## src/rtl/lic_pkg.sv

```systemverilog
package lic_pkg;
  // access size codes on the bus
  typedef enum logic [1:0] {
    SZ_BYTE  = 2'b00,
    SZ_HALF  = 2'b01,
    SZ_WORD  = 2'b10,
    SZ_WORD2 = 2'b11
  } lic_size_e;

  localparam int REG_W     = 16;
  localparam int HIDX_VEC  = 0;   // halfword index of vector register
  localparam int HIDX_MASK = 1;   // halfword index of enable mask

  // fixed line assignment, lower index wins
  localparam int LINE_PARALLEL = 0;
  localparam int LINE_FLOPPY   = 1;
  localparam int LINE_SOUND    = 2;
  localparam int LINE_VIDEO    = 3;
  localparam int LINE_NETWORK  = 4;
  localparam int LINE_SCSI     = 5;
  localparam int LINE_KEYBOARD = 6;
  localparam int LINE_MOUSE    = 7;
  localparam int LINE_SERIAL0  = 8;
  localparam int LINE_SERIAL1  = 9;
endpackage

```

## src/rtl/lic_rst_sync.sv

```systemverilog
module lic_rst_sync (
  input  logic clk,
  input  logic rst_n,
  output logic rst_sync_n
);
  logic stage1_q, stage2_q;

  always_ff @(posedge clk or negedge rst_n) begin
    if (!rst_n) begin
      stage1_q <= 1'b0;
      stage2_q <= 1'b0;
    end else begin
      stage1_q <= 1'b1;
      stage2_q <= stage1_q;
    end
  end

  assign rst_sync_n = stage2_q;
endmodule

```

## src/rtl/lic_req_sample.sv

```systemverilog
module lic_req_sample #(
  parameter int NUM_LINES = 16
) (
  input  logic                 clk,
  input  logic                 rst_n,
  input  logic [NUM_LINES-1:0] req_i,
  output logic [NUM_LINES-1:0] src_o
);
  logic [NUM_LINES-1:0] src_d, src_q;

  for (genvar i = 0; i < NUM_LINES; i++) begin : g_line
    always_comb src_d[i] = req_i[i];

    always_ff @(posedge clk or negedge rst_n) begin
      if (!rst_n) src_q[i] <= 1'b0;
      else        src_q[i] <= src_d[i];
    end
  end

  assign src_o = src_q;

  // armed one cycle after reset so $past never reaches into reset
  logic armed_q;
  always_ff @(posedge clk or negedge rst_n) begin
    if (!rst_n) armed_q <= 1'b0;
    else        armed_q <= 1'b1;
  end


  src_follow_chk: assert property (@(posedge clk) disable iff (!rst_n)
    armed_q |-> (src_q == $past(req_i)));
endmodule

```

## src/rtl/lic_prio_enc.sv

```systemverilog
module lic_prio_enc #(
  parameter int NUM_LINES = 16
) (
  input  logic [NUM_LINES-1:0]    pending_i,
  output logic [NUM_LINES-1:0]    grant_o,
  output logic                    any_o,
  output logic [lic_pkg::REG_W-1:0] vec_o
);
  import lic_pkg::*;

  logic [NUM_LINES:0] lower;  // lower[i]: some line below i pending

  assign lower[0] = 1'b0;
  for (genvar i = 0; i < NUM_LINES; i++) begin : g_chain
    assign lower[i+1]  = lower[i] | pending_i[i];
    assign grant_o[i]  = pending_i[i] & ~lower[i];
  end

  assign any_o = lower[NUM_LINES];

  always_comb begin
    vec_o = '0;
    for (int i = 0; i < NUM_LINES; i++) begin
      if (grant_o[i]) vec_o = vec_o | REG_W'((i + 1) * 4);
    end
  end
endmodule

```

## src/rtl/lic_regif.sv

```systemverilog
module lic_regif #(
  parameter int NUM_LINES = 16,
  parameter int ADDR_W    = 4
) (
  input  logic                    clk,
  input  logic                    rst_n,
  input  logic                    sel_i,
  input  logic                    wr_i,
  input  logic [1:0]              size_i,
  input  logic [ADDR_W-1:0]       addr_i,
  input  logic [31:0]             wdata_i,
  input  logic [lic_pkg::REG_W-1:0] vec_i,
  output logic [31:0]             rdata_o,
  output logic [lic_pkg::REG_W-1:0] mask_o
);
  import lic_pkg::*;

  localparam logic [31:0]      LM32      = (32'd1 << NUM_LINES) - 32'd1;
  localparam logic [REG_W-1:0] LINE_MASK = LM32[REG_W-1:0];

  logic [REG_W-1:0]  mask_d, mask_q;
  logic              mask_we;
  logic [1:0]        be;
  logic [REG_W-1:0]  wd;
  logic [ADDR_W-1:0] hidx, hnext;

  function automatic logic [REG_W-1:0] half_read(
    input logic [ADDR_W-1:0] h,
    input logic [REG_W-1:0]  vec,
    input logic [REG_W-1:0]  mask);
    if (h == ADDR_W'(HIDX_VEC))       return vec;
    else if (h == ADDR_W'(HIDX_MASK)) return mask;
    else                              return '0;
  endfunction

  // halfword indices, computed wide enough not to wrap
  assign hidx  = {1'b0, addr_i[ADDR_W-1:1]};
  assign hnext = hidx + ADDR_W'(1);

  // write decode onto the mask halfword with byte enables
  always_comb begin
    be = 2'b00;
    wd = '0;
    if (sel_i && wr_i) begin
      case (lic_size_e'(size_i))
        SZ_BYTE: begin
          if (hidx == ADDR_W'(HIDX_MASK)) begin
            be = addr_i[0] ? 2'b10 : 2'b01;
            wd = {wdata_i[7:0], wdata_i[7:0]};
          end
        end
        SZ_HALF: begin
          if (hidx == ADDR_W'(HIDX_MASK)) begin
            be = 2'b11;
            wd = wdata_i[15:0];
          end
        end
        default: begin
          if (hidx == ADDR_W'(HIDX_MASK)) begin
            be = 2'b11;
            wd = wdata_i[15:0];
          end else if (hnext == ADDR_W'(HIDX_MASK)) begin
            be = 2'b11;
            wd = wdata_i[31:16];
          end
        end
      endcase
    end
  end

  // next-state for the mask
  always_comb begin
    mask_we = |be;
    mask_d  = mask_q;
    if (be[0]) mask_d[7:0]  = wd[7:0];
    if (be[1]) mask_d[15:8] = wd[15:8];
    mask_d = mask_d & LINE_MASK;
  end

  always_ff @(posedge clk or negedge rst_n) begin
    if (!rst_n)       mask_q <= '0;
    else if (mask_we) mask_q <= mask_d;
  end

  assign mask_o = mask_q;

  // read mux
  always_comb begin
    logic [REG_W-1:0] lo;
    rdata_o = '0;
    lo = half_read(hidx, vec_i, mask_q);
    if (sel_i && !wr_i) begin
      case (lic_size_e'(size_i))
        SZ_BYTE: rdata_o[7:0]  = addr_i[0] ? lo[15:8] : lo[7:0];
        SZ_HALF: rdata_o[15:0] = lo;
        default: rdata_o = {half_read(hnext, vec_i, mask_q), lo};
      endcase
    end
  end


  mask_hold_chk: assert property (@(posedge clk) disable iff (!rst_n)
    !(sel_i && wr_i) |=> $stable(mask_q));


  mask_half_wr_chk: assert property (@(posedge clk) disable iff (!rst_n)
    (sel_i && wr_i && size_i == 2'b01 && addr_i[ADDR_W-1:1] == (ADDR_W-1)'(HIDX_MASK))
    |=> (mask_q == ($past(wdata_i[15:0]) & LINE_MASK)));


  mask_upper_zero_chk: assert property (@(posedge clk) disable iff (!rst_n)
    (mask_q & ~LINE_MASK) == '0);
endmodule

```

## src/rtl/local_irq_ctrl.sv

```systemverilog
module local_irq_ctrl #(
  parameter int NUM_LINES = 16,
  parameter int ADDR_W    = 4
) (
  input  logic                 clk,
  input  logic                 rst_n,
  input  logic [NUM_LINES-1:0] req_i,
  input  logic                 bus_sel_i,
  input  logic                 bus_wr_i,
  input  logic [1:0]           bus_size_i,
  input  logic [ADDR_W-1:0]    bus_addr_i,
  input  logic [31:0]          bus_wdata_i,
  output logic [31:0]          bus_rdata_o,
  output logic                 irq_o
);
  import lic_pkg::*;

  logic                 rst_sync_n;
  logic [NUM_LINES-1:0] src;
  logic [NUM_LINES-1:0] pending;
  logic [NUM_LINES-1:0] grant;
  logic                 any;
  logic [REG_W-1:0]     vec;
  logic [REG_W-1:0]     mask;

  lic_rst_sync u_rst (
    .clk        (clk),
    .rst_n      (rst_n),
    .rst_sync_n (rst_sync_n)
  );

  lic_req_sample #(.NUM_LINES(NUM_LINES)) u_sample (
    .clk   (clk),
    .rst_n (rst_sync_n),
    .req_i (req_i),
    .src_o (src)
  );

  assign pending = src & mask[NUM_LINES-1:0];

  lic_prio_enc #(.NUM_LINES(NUM_LINES)) u_enc (
    .pending_i (pending),
    .grant_o   (grant),
    .any_o     (any),
    .vec_o     (vec)
  );

  lic_regif #(.NUM_LINES(NUM_LINES), .ADDR_W(ADDR_W)) u_regs (
    .clk     (clk),
    .rst_n   (rst_sync_n),
    .sel_i   (bus_sel_i),
    .wr_i    (bus_wr_i),
    .size_i  (bus_size_i),
    .addr_i  (bus_addr_i),
    .wdata_i (bus_wdata_i),
    .vec_i   (vec),
    .rdata_o (bus_rdata_o),
    .mask_o  (mask)
  );

  assign irq_o = any;


  irq_vec_agree_chk: assert property (@(posedge clk) disable iff (!rst_sync_n)
    irq_o == (vec != '0));


  vec_pending_chk: assert property (@(posedge clk) disable iff (!rst_sync_n)
    (vec != '0) |-> (src[int'(vec[REG_W-1:2]) - 1] && mask[int'(vec[REG_W-1:2]) - 1]));


  grant_onehot_chk: assert property (@(posedge clk) disable iff (!rst_sync_n)
    $onehot0(grant));


  reset_quiet_chk: assert property (@(posedge clk)
    !rst_sync_n |-> (!irq_o && mask == '0));
endmodule

```

## config.mk

```make
export PLATFORM = sky130hd
export DESIGN_NAME = local_irq_ctrl
export DESIGN_NICKNAME = d
export VERILOG_FILES = /design/src/rtl/lic_pkg.sv /design/src/rtl/lic_rst_sync.sv /design/src/rtl/lic_req_sample.sv /design/src/rtl/lic_prio_enc.sv /design/src/rtl/lic_regif.sv /design/src/rtl/local_irq_ctrl.sv
export SDC_FILE = /design/constraint.sdc
export NUM_CORES = 1
export LEC_CHECK = 0
export BUFFER_PORTS_ARGS = -buffer_cell sky130_fd_sc_hd__buf_2
export CORE_MARGIN = 4
export CORE_UTILIZATION = 30
export DETAILED_ROUTE_END_ITERATION = 8
export GPL_TIMING_DRIVEN = 0
export SYNTH_ARGS = -nofsm -noshare
export SYNTH_HDL_FRONTEND = slang
export SYNTH_SLANG_ARGS = --single-unit
```

## constraint.sdc

```tcl
create_clock -name clk -period 1.95 [get_ports clk]
set_clock_uncertainty 0.15 [all_clocks]
set_input_delay 0.39 -clock clk [delete_from_list [all_inputs] [get_ports clk]]
set_output_delay 0.39 -clock clk [all_outputs]
set_load 0.05 [all_outputs]
```

==> results of run 1 <==
[per-stage QoR]
step / hold WS, ns / util (%) / instances / cell area, µm²
floorplan: -0.05559 / - / 228 / 2117
global placement: 0.02741 / 42.19 / 395 / 2664
detailed placement: 0.02832 / 42.19 / 395 / 2664
CTS: 0.04775 / 54.20 / 428 / 3422
global route: 0.04627 / 56.70 / 439 / 3580
finish: 0.05448 / 56.70 / 439 / 3580
[worst min-delay path by stage]
| stage | to | slack [ns] | cells past startpoint |
|---|---|---|---|
| after floorplan | u_rst.rst_sync_n | -0.06 | 0 |
| after global placement | u_rst.stage1_q | 0.03 | 1 |
| after detailed placement | u_rst.rst_sync_n | 0.03 | 1 |
| after CTS | u_sample.src_o[8] | 0.05 | 1 |
| after global routing | u_sample.src_o[8] | 0.05 | 1 |
| final | u_sample.src_o[8] | 0.05 | 1 |
[flip-flops by register name (all words and copies together), names as in the netlist]
register and cells:
u_sample.src_o 16, u_rst.rst_sync_n 1, u_rst.stage1_q 1, u_regs.mask_o 16
[timing repair]
item / 4_1_cts / 5_1_grt
endpoints found under the hold margin: 2 / 0
resized for setup: 145 / 21
endpoints found under the setup margin: 33 / 33
buffers inserted: 25 / 12
hold buffers: 1 / 0
pin swaps: 25 / 20
gates cloned: 1 / 0
[per-layer routing]
| layer | vias to the layer above | global-route usage, % | part of all wire (%) |
|---|---|---|---|
| li1 | 1077 | - | - |
| met1 | 1074 | 23.19 | 40 |
| met2 | 95 | 32.77 | 50 |
| met3 | 16 | 4.376 | 7.5 |
| met4 | 0 | 6.044 | 2.4 |
| met5 | - | 0 | 0 |
[cells by family after synthesis]
kind of cell    count (synthesis)
compound gates                 67
other cells                     1
flops                          34
mux                             1
buf+inv                        11
simple gates                  114
[layout by cell type (no fill, tap or decap), drive strengths merged, types with 2 or more instances in the layout]
master   instances
nand3            6
a22o             2
nor4b            2
nand4            3
nor2            27
a31oi            2
and2            26
nand2           39
a21oi           38
dfrtp           34
o2111ai          2
buf            133
or2              2
clkbuf           8
a32o             2
inv              2
a22oi           12
nor3             2
o22ai            2
[cell type report]
class                           instances  area share [%]
Sequential cell                        34           24.15
Timing Repair Buffer                  128           32.02
Tap cell                               77           2.691
Buffer                                  7           1.573
Inverter                                2          0.2796
Clock buffer                            7           2.412
Clock inverter                          1          0.1398
Multi-Input combinational cell        183           36.74
[power breakdown]
part / internal, W / total, W / switching [W] / leakage, nW
Sequential: 0.000816 / 0.000966 / 0.000150 / 0.388
Combinational: 0.000403 / 0.000818 / 0.000415 / 1.19
Clock: 0.000284 / 0.000531 / 0.000246 / 0.0482
Total: 0.00150 / 0.00231 / 0.000811 / 1.62
[worst max-delay path, stage by stage (launching register included)]
cell and delay (ns):
dfrtp_2 0.45, a22oi_2 0.21, and4_4 0.28, nand3_2 0.16, nor4_2 0.31, or3_4 0.17
buf_8 0.13
==> run summary, run 1 <==
final wirelength = 7492 µm
setup violators final = 24
CP max FO = 5
Syn-to-layout area delta = 84.58%
# fillers = 546
leading register cell type out of synthesis = dfrtp_1
fmax = 394.6 MHz
Num CTS Buffers = 5
setup_tns = -5.207 ns
crit end category = output pin
Final HPWL DP = 5188 µm
Peak VDD IR = 311.2 µV
die area = 7815 µm²
Avg Vias per Cell = 5.153
syn_area_per_cell = 8.506 µm²
# port buffers = 90
fraction of layout cells with a size suffix above 1 = 60.22%
largest family of logic cells by synthesized area = simple AND/OR/NAND/NOR gates
Site Rows = 29
crit path time final = 2.534 ns
max-cap viol count = 0
CTS tree = yes
worst reg2reg path depth = 4
DR WL/cell = 17.07 µm
critical path required time = 1.41 ns
initial drt markers = 131
Worst Path Class, Setup = reg2out
DIE HEIGHT = 88.40 µm
area leader, netlist = dfrtp_1
Netlist Area Pre-Place = 1939 µm²
Slew @ Worst Pin = 0.6882 ns
Hold/Removal Path Class = in2reg
normalized max-slew margin = 54.12%
Die W = 88.40 µm
Sink Count = 34
overall power = 0.002314 W
Tot GR Track Use = 18.89%
Post-synth ARST share = 100.0%
clock insertion delay at the later pin of the skew report = 0.28 ns
final hold violations = 0
clk slew on worst S/H paths = 0.07 ns
top cells by count, synth = 38 x a21oi_1, 38 x nand2_1, 34 x dfrtp_1, 26 x and2_1, 24 x nor2_1
Reg2Reg Launch Point = u_regs.mask_o[9]
top cells by area, synth = dfrtp_1 44%, a21oi_1 9.8%, and2_1 8.4%
FF-to-FF End = u_regs.mask_o[9]
Place WS = -0.5972 ns
largest net degree at the start of global routing = 33
Setup crit start = u_regs.mask_o[6]
vias in the first global route = 2274
Final period util = 130.0%
Synth Area in Adders = 0%
area taken by multi-input logic gates = 1315 µm²
vias = 2262
Seq/Total Area, Yosys = 43.87%
global-route wire length before repair = 11040 µm
EDFF count, synth = 0
P_leak = 1.624 nW
Post-Synth XOR/XNOR Area = 0%
total I/O pin count = 91
Reg area = 864.6 µm²
last element of the critical path = bus_rdata_o[3]
H-tree depth = 2
YS warnings = 0
remaining global-route overflow = 0
cell count after synthesis = 228
initial antenna violation count = 0
First-pass DRT Iterations = 4
Seq cells post-synth = 34
post-synth net total = 286
Core ar. = 6314 µm²
Synth top area share = 43.87%
reg-to-reg setup timing slack = 0.86 ns
Antenna Nets Post-Route = 0
Max clock buf depth = 2
crit path DAT = 1.99 ns
RSZ-0062 raised after global routing = true
failing checks = setup timing
setup ws final = -0.5845 ns
CP Launch Type = flop
DRC = 0
pwr dens = 646.6 nW/µm²
distinct cell type count after synthesis = 41
status = complete, but fails checks
Layout Nets = 419
Synth Area in Compound Gates = 21.74%
antenna cell count = 0
Final Wtd Congestion = 0.8648
Initial Utilization = 30.72%
mux share of post-synthesis cell area = 0.5161%
CTS Root Cell = clkbuf_8
Post-Synth Simple-Gate Area = 30.65%
Worst Hold Launch = req_i[8]
Max Slew Vio Count = 0
No activity file was read; power rests on OpenSTA's default activity.
==> run 2, diff against run 1 <==
==> constraint.sdc (replaced) <==
create_clock -name clk -period 1.95 [get_ports clk]
set_clock_uncertainty 0.15 [all_clocks]
set_input_delay 0.2925 -clock clk [delete_from_list [all_inputs] [get_ports clk]]
set_output_delay 0.2925 -clock clk [all_outputs]
set_load 0.05 [all_outputs]
==> run 2 against run 1 <==
  * The flow still finishes with violations (setup timing)
  * Routed wire length increased by 0.13%
  * Critical path type unchanged
  * Flip-flop and latch count stayed put
  * Sequential share of layout area up 2.0 points
  * Power is 2.5% lower
==> run summary, run 2 (synthesized netlist as in run 1, its figures left out) <==
Reg2Reg Launch Point = u_regs.mask_o[2]
Num CTS Buffers = 5
initial antenna violation count = 0
Slew @ Worst Pin = 0.6991 ns
final hold violations = 0
fmax = 404.7 MHz
critical path required time = 1.51 ns
fraction of layout cells with a size suffix above 1 = 48.91%
setup violators final = 6
Avg Vias per Cell = 5.194
Syn-to-layout area delta = 70.19%
reg-to-reg setup timing slack = 0.93 ns
Initial Utilization = 30.72%
Post-Route Utilization = 52.28%
First-pass DRT Iterations = 4
largest net degree at the start of global routing = 33
Core ar. = 6314 µm²
DRC = 0
initial drt markers = 193
Layout Nets = 423
Antenna Nets Post-Route = 0
crit path time final = 2.471 ns
last element of the critical path = bus_rdata_o[3]
die area = 7815 µm²
H-tree depth = 2
crit path DAT = 2.03 ns
Hold/Removal Path Class = in2reg
Final HPWL DP = 5254 µm
Sink Count = 34
clock insertion delay at the later pin of the skew report = 0.28 ns
failing checks = setup timing
DIE HEIGHT = 88.40 µm
commonest non-fill, non-tap cell in the layout = buf_2
worst reg2reg path depth = 3
most frequent cells in the layout = 61 x buf_2, 38 x nand2_1, 37 x a21oi_1, 29 x buf_4, 25 x dfrtp_1
Max clock buf depth = 2
antenna cell count = 0
setup ws final = -0.5208 ns
WHS = 0.1576 ns
Setup crit start = u_regs.mask_o[9]
max-cap viol count = 0
RSZ-0062 raised after global routing = true
Peak VDD IR = 307.4 µV
CTS tree = yes
crit end category = output pin
vias in the first global route = 2320
Worst Path Class, Setup = reg2out
Die W = 88.40 µm
total I/O pin count = 91
normalized max-slew margin = 53.39%
Tot GR Track Use = 19.97%
Final Wtd Congestion = 0.8766
DR WL/cell = 16.93 µm
CTS Root Cell = clkbuf_8
P_leak = 1.538 nW
Final period util = 126.7%
global-route wire length before repair = 11670 µm
# port buffers = 90
Site Rows = 29
clk slew on worst S/H paths = 0.07 ns
status = complete, but fails checks
Max Slew Vio Count = 0
vias = 2301
remaining global-route overflow = 0
final wirelength = 7502 µm
FF-to-FF End = u_regs.mask_o[2]
CP Launch Type = flop
pwr dens = 683.7 nW/µm²
WHS Path Cells = 3
CP max FO = 2
## run 2: worst min-delay path by stage
stage | from | end | slack (ns)
final | bus_wdata_i[27] | u_regs.mask_o[11] | 0.16
after global routing | bus_wdata_i[24] | u_regs.mask_o[8] | 0.17
after CTS | bus_wdata_i[28] | u_regs.mask_o[12] | 0.15
after detailed placement | rst_n | u_rst.rst_sync_n | -0.07
after global placement | rst_n | u_rst.stage1_q | -0.07
after floorplan | rst_n | u_rst.rst_sync_n | -0.15
## run 2: layout make-up
cell class | instances | area (µm²)
fill | 618 | 3013
multi-input combinational | 183 | 1194
timing repair buffer | 133 | 1012
sequential | 34 | 862.1
tap | 77 | 96.34
clock buffer | 7 | 86.33
buffer | 6 | 37.54
inverter | 2 | 7.507
clock inverter | 1 | 5.005
## run 2: power breakdown
| part | internal [W] | total, W | switching, W |
|---|---|---|---|
| Combinational | 0.000371 | 0.000767 | 0.000396 |
| Sequential | 0.000814 | 0.000953 | 0.000139 |
| Clock | 0.000285 | 0.000537 | 0.000252 |
## run 2: critical path: stages (launching register included)
cell,delay [ns]
dfrtp_1,0.40
a22o_1,0.27
or2_4,0.26
o311a_1,0.30
nor4b_2,0.21
or3_4,0.17
buf_8,0.14
## run 2: what timing repair did
item / 4_1_cts / 5_1_grt
resized for setup: 79 / 25
hold buffers: 17 / 0
pin swaps: 14 / 15
gates cloned: 1 / 0
hold endpoints to repair: 18 / 0
setup buffers: 23 / 5
setup endpoints to repair: 33 / 33
## run 2: stage by stage
stage               setup TNS, ns  worst slack [ns]  instances  power (W)  cell area, µm²
CTS                        -2.289           -0.4826        444   0.002228            3234
floorplan                 -0.7762           -0.1549        228   0.001227            1997
finish                     -2.006           -0.5208        443   0.002257            3301
global route               -2.451           -0.5588        443   0.002384            3301
detailed placement         -11.20           -0.4864        395   0.001438            2544
global placement           -10.55           -0.4614        395   0.001431            2544
## run 2: metal layers
metal,share of wire [%],wire (µm),track usage [%],vias to the layer above
li1,-,-,-,1083
met1,42,3123,25.78,1117
met2,50,3727,33.17,86
met3,6.3,473,4.190,15
met4,2.4,178,7.005,0
met5,0,0,0,-
==> run 3, diff against run 2 <==
clock period = 3.2 ns   (was 1.95 ns; I/O delays follow)
==> run 3 against run 2 <==
  * The flow now finishes without violations
  * Clock power shrank 43%
  * Combinational power shrank 65%
  * Final cell count shrank 9.3%
  * Sequential share of layout area grew 6.9 points
  * Non-clock buffer count shrank 39
  * Register-to-register slack gained 1.3 ns
  * Critical path depth is the same
  * Largest power group unchanged
  * Highest routed layer unchanged
==> run summary, run 3 (synthesized netlist as in run 1, its figures left out) <==
vias in the first global route = 2008
Post-Route Utilization = 40.86%
Seq pwr share = 50.9%
DIE HEIGHT = 88.40 µm
Slew @ Worst Pin = 0.7255 ns
CP max FO = 5
First-pass DRT Iterations = 4
Sink Count = 34
most frequent cells in the layout = 95 x buf_2, 38 x nand2_1, 38 x a21oi_1, 33 x dfrtp_1, 26 x and2_1
vias = 2042
Reg2Reg Launch Point = u_rst.rst_sync_n
Layout Nets = 384
status = finished, final reports clean
slowest cell delay on critical path = 0.43 ns
Comb power frac = 22.9%
P_leak = 1.288 nW
Final HPWL DP = 5285 µm
crit-path cells = a22oi_1 -> and4_1 -> nand3_1 -> nor4_1 -> or3_1 -> buf_2
Num CTS Buffers = 5
Peak VDD IR = 140.1 µV
post-CTS setup buffer count = 0
setup violators final = 0
CTS Root Cell = clkbuf_8
Syn-to-layout area delta = 33.03%
Die W = 88.40 µm
last element of the critical path = bus_rdata_o[3]
# port buffers = 90
Tot GR Track Use = 16.71%
RSZ-0062 raised after global routing = false
Core ar. = 6314 µm²
reg-to-reg setup timing slack = 2.26 ns
initial antenna violation count = 0
crit path DAT = 2.23 ns
Clk pwr share = 26.3%
Worst Path Class, Setup = reg2out
clk slew on worst S/H paths = 0.06 ns
final wirelength = 6535 µm
FF-to-FF End = u_sample.src_o[3]
crit path time final = 2.857 ns
CP Launch Type = flop
CTS tree = yes
Switching Fraction = 34.04%
Final period util = 89.28%
global-route wire length before repair = 9839 µm
H-tree depth = 2
Pint = 0.0007719 W
die area = 7815 µm²
Max Slew Vio Count = 0
WHS = 0.1487 ns
Final Wtd Congestion = 0.8536
DR WL/cell = 16.26 µm
sw power = 0.0003984 W
fmax = 350.0 MHz
largest net degree at the start of global routing = 33
normalized max-slew margin = 51.63%
critical path required time = 2.57 ns
DRC = 0
clock insertion delay at the later pin of the skew report = 0.28 ns
total I/O pin count = 91
setup_tns = 0 ns
Setup crit start = u_regs.mask_o[5]
antenna cell count = 0
crit end category = output pin
initial drt markers = 118
max-cap viol count = 0
worst reg2reg path depth = 0
Initial Utilization = 30.72%
Avg Vias per Cell = 5.080
Hold/Removal Path Class = in2reg
final hold violations = 0
remaining global-route overflow = 0
pwr dens = 453.6 nW/µm²
fraction of layout cells with a size suffix above 1 = 35.38%
commonest non-fill, non-tap cell in the layout = buf_2
Max clock buf depth = 2
Antenna Nets Post-Route = 0
Slowest-stage cell, CP = dfrtp_1
Site Rows = 29
-- run 3: what timing repair did --
action	CTS	global route
resized for setup	0	0
hold buffers	1	0
hold endpoints to repair	2	0
-- run 3: metrics by stage --
stage / std cells / total power [W] / cell area, µm² / worst slack (ns)
2_1_floorplan: 228 / 0.0007376 / 1939 / 0.2754
3_3_place_gp: 395 / 0.0008667 / 2486 / 0.4091
3_5_place_dp: 395 / 0.0008675 / 2486 / 0.3921
4_1_cts: 402 / 0.001179 / 2579 / 0.3490
5_1_grt: 402 / 0.001243 / 2580 / 0.1456
6_report: 402 / 0.001170 / 2580 / 0.3430
-- run 3: cell type report --
cell class	count	area [µm²]
buffer	9	51.30
clock buffer	6	82.58
fill	682	3734
inverter	2	7.507
multi-input combinational	183	1030
sequential	34	852.1
tap	77	96.34
timing repair buffer	91	460.4
-- run 3: how the worst min path moves through the flow --
stage,start,to,slack (ns),cells after the start
floorplan,rst_n,u_rst.rst_sync_n,0.03,0
global placement,rst_n,u_rst.stage1_q,0.12,1
detailed placement,rst_n,u_rst.rst_sync_n,0.12,1
CTS,req_i[10],u_sample.src_o[10],0.14,1
global route,req_i[14],u_sample.src_o[14],0.14,1
finish,req_i[12],u_sample.src_o[12],0.15,1
-- run 3: power by group through the flow --
| stage | logic, W | clock network (W) | registers, W |
|---|---|---|---|
| detailed placement | 0.000265 | 0 | 0.000603 |
| floorplan | 0.000182 | 0 | 0.000556 |
| CTS | 0.000267 | 0.000317 | 0.000594 |
| global route | 0.000299 | 0.000335 | 0.000608 |
| finish | 0.000267 | 0.000308 | 0.000595 |
| global placement | 0.000264 | 0 | 0.000603 |
-- run 3: per-layer routing --
metal / up-vias / share of wire, % / global-route usage (%) / routed length (µm)
met2: 76 / 49 / 28.76 / 3198
met1: 955 / 44 / 21.32 / 2860
li1: 1005 / - / - / -
met5: - / 0 / 0 / 0
met4: 0 / 0.90 / 4.396 / 59
met3: 6 / 6.4 / 3.538 / 417
-- run 3: worst max-delay path, delay by kind of cell (launching register included) --
kind            cells  cell delay (ns)
compound gates      1             0.37
buf+inv             1             0.26
flops               1             0.43
simple gates        4             0.89
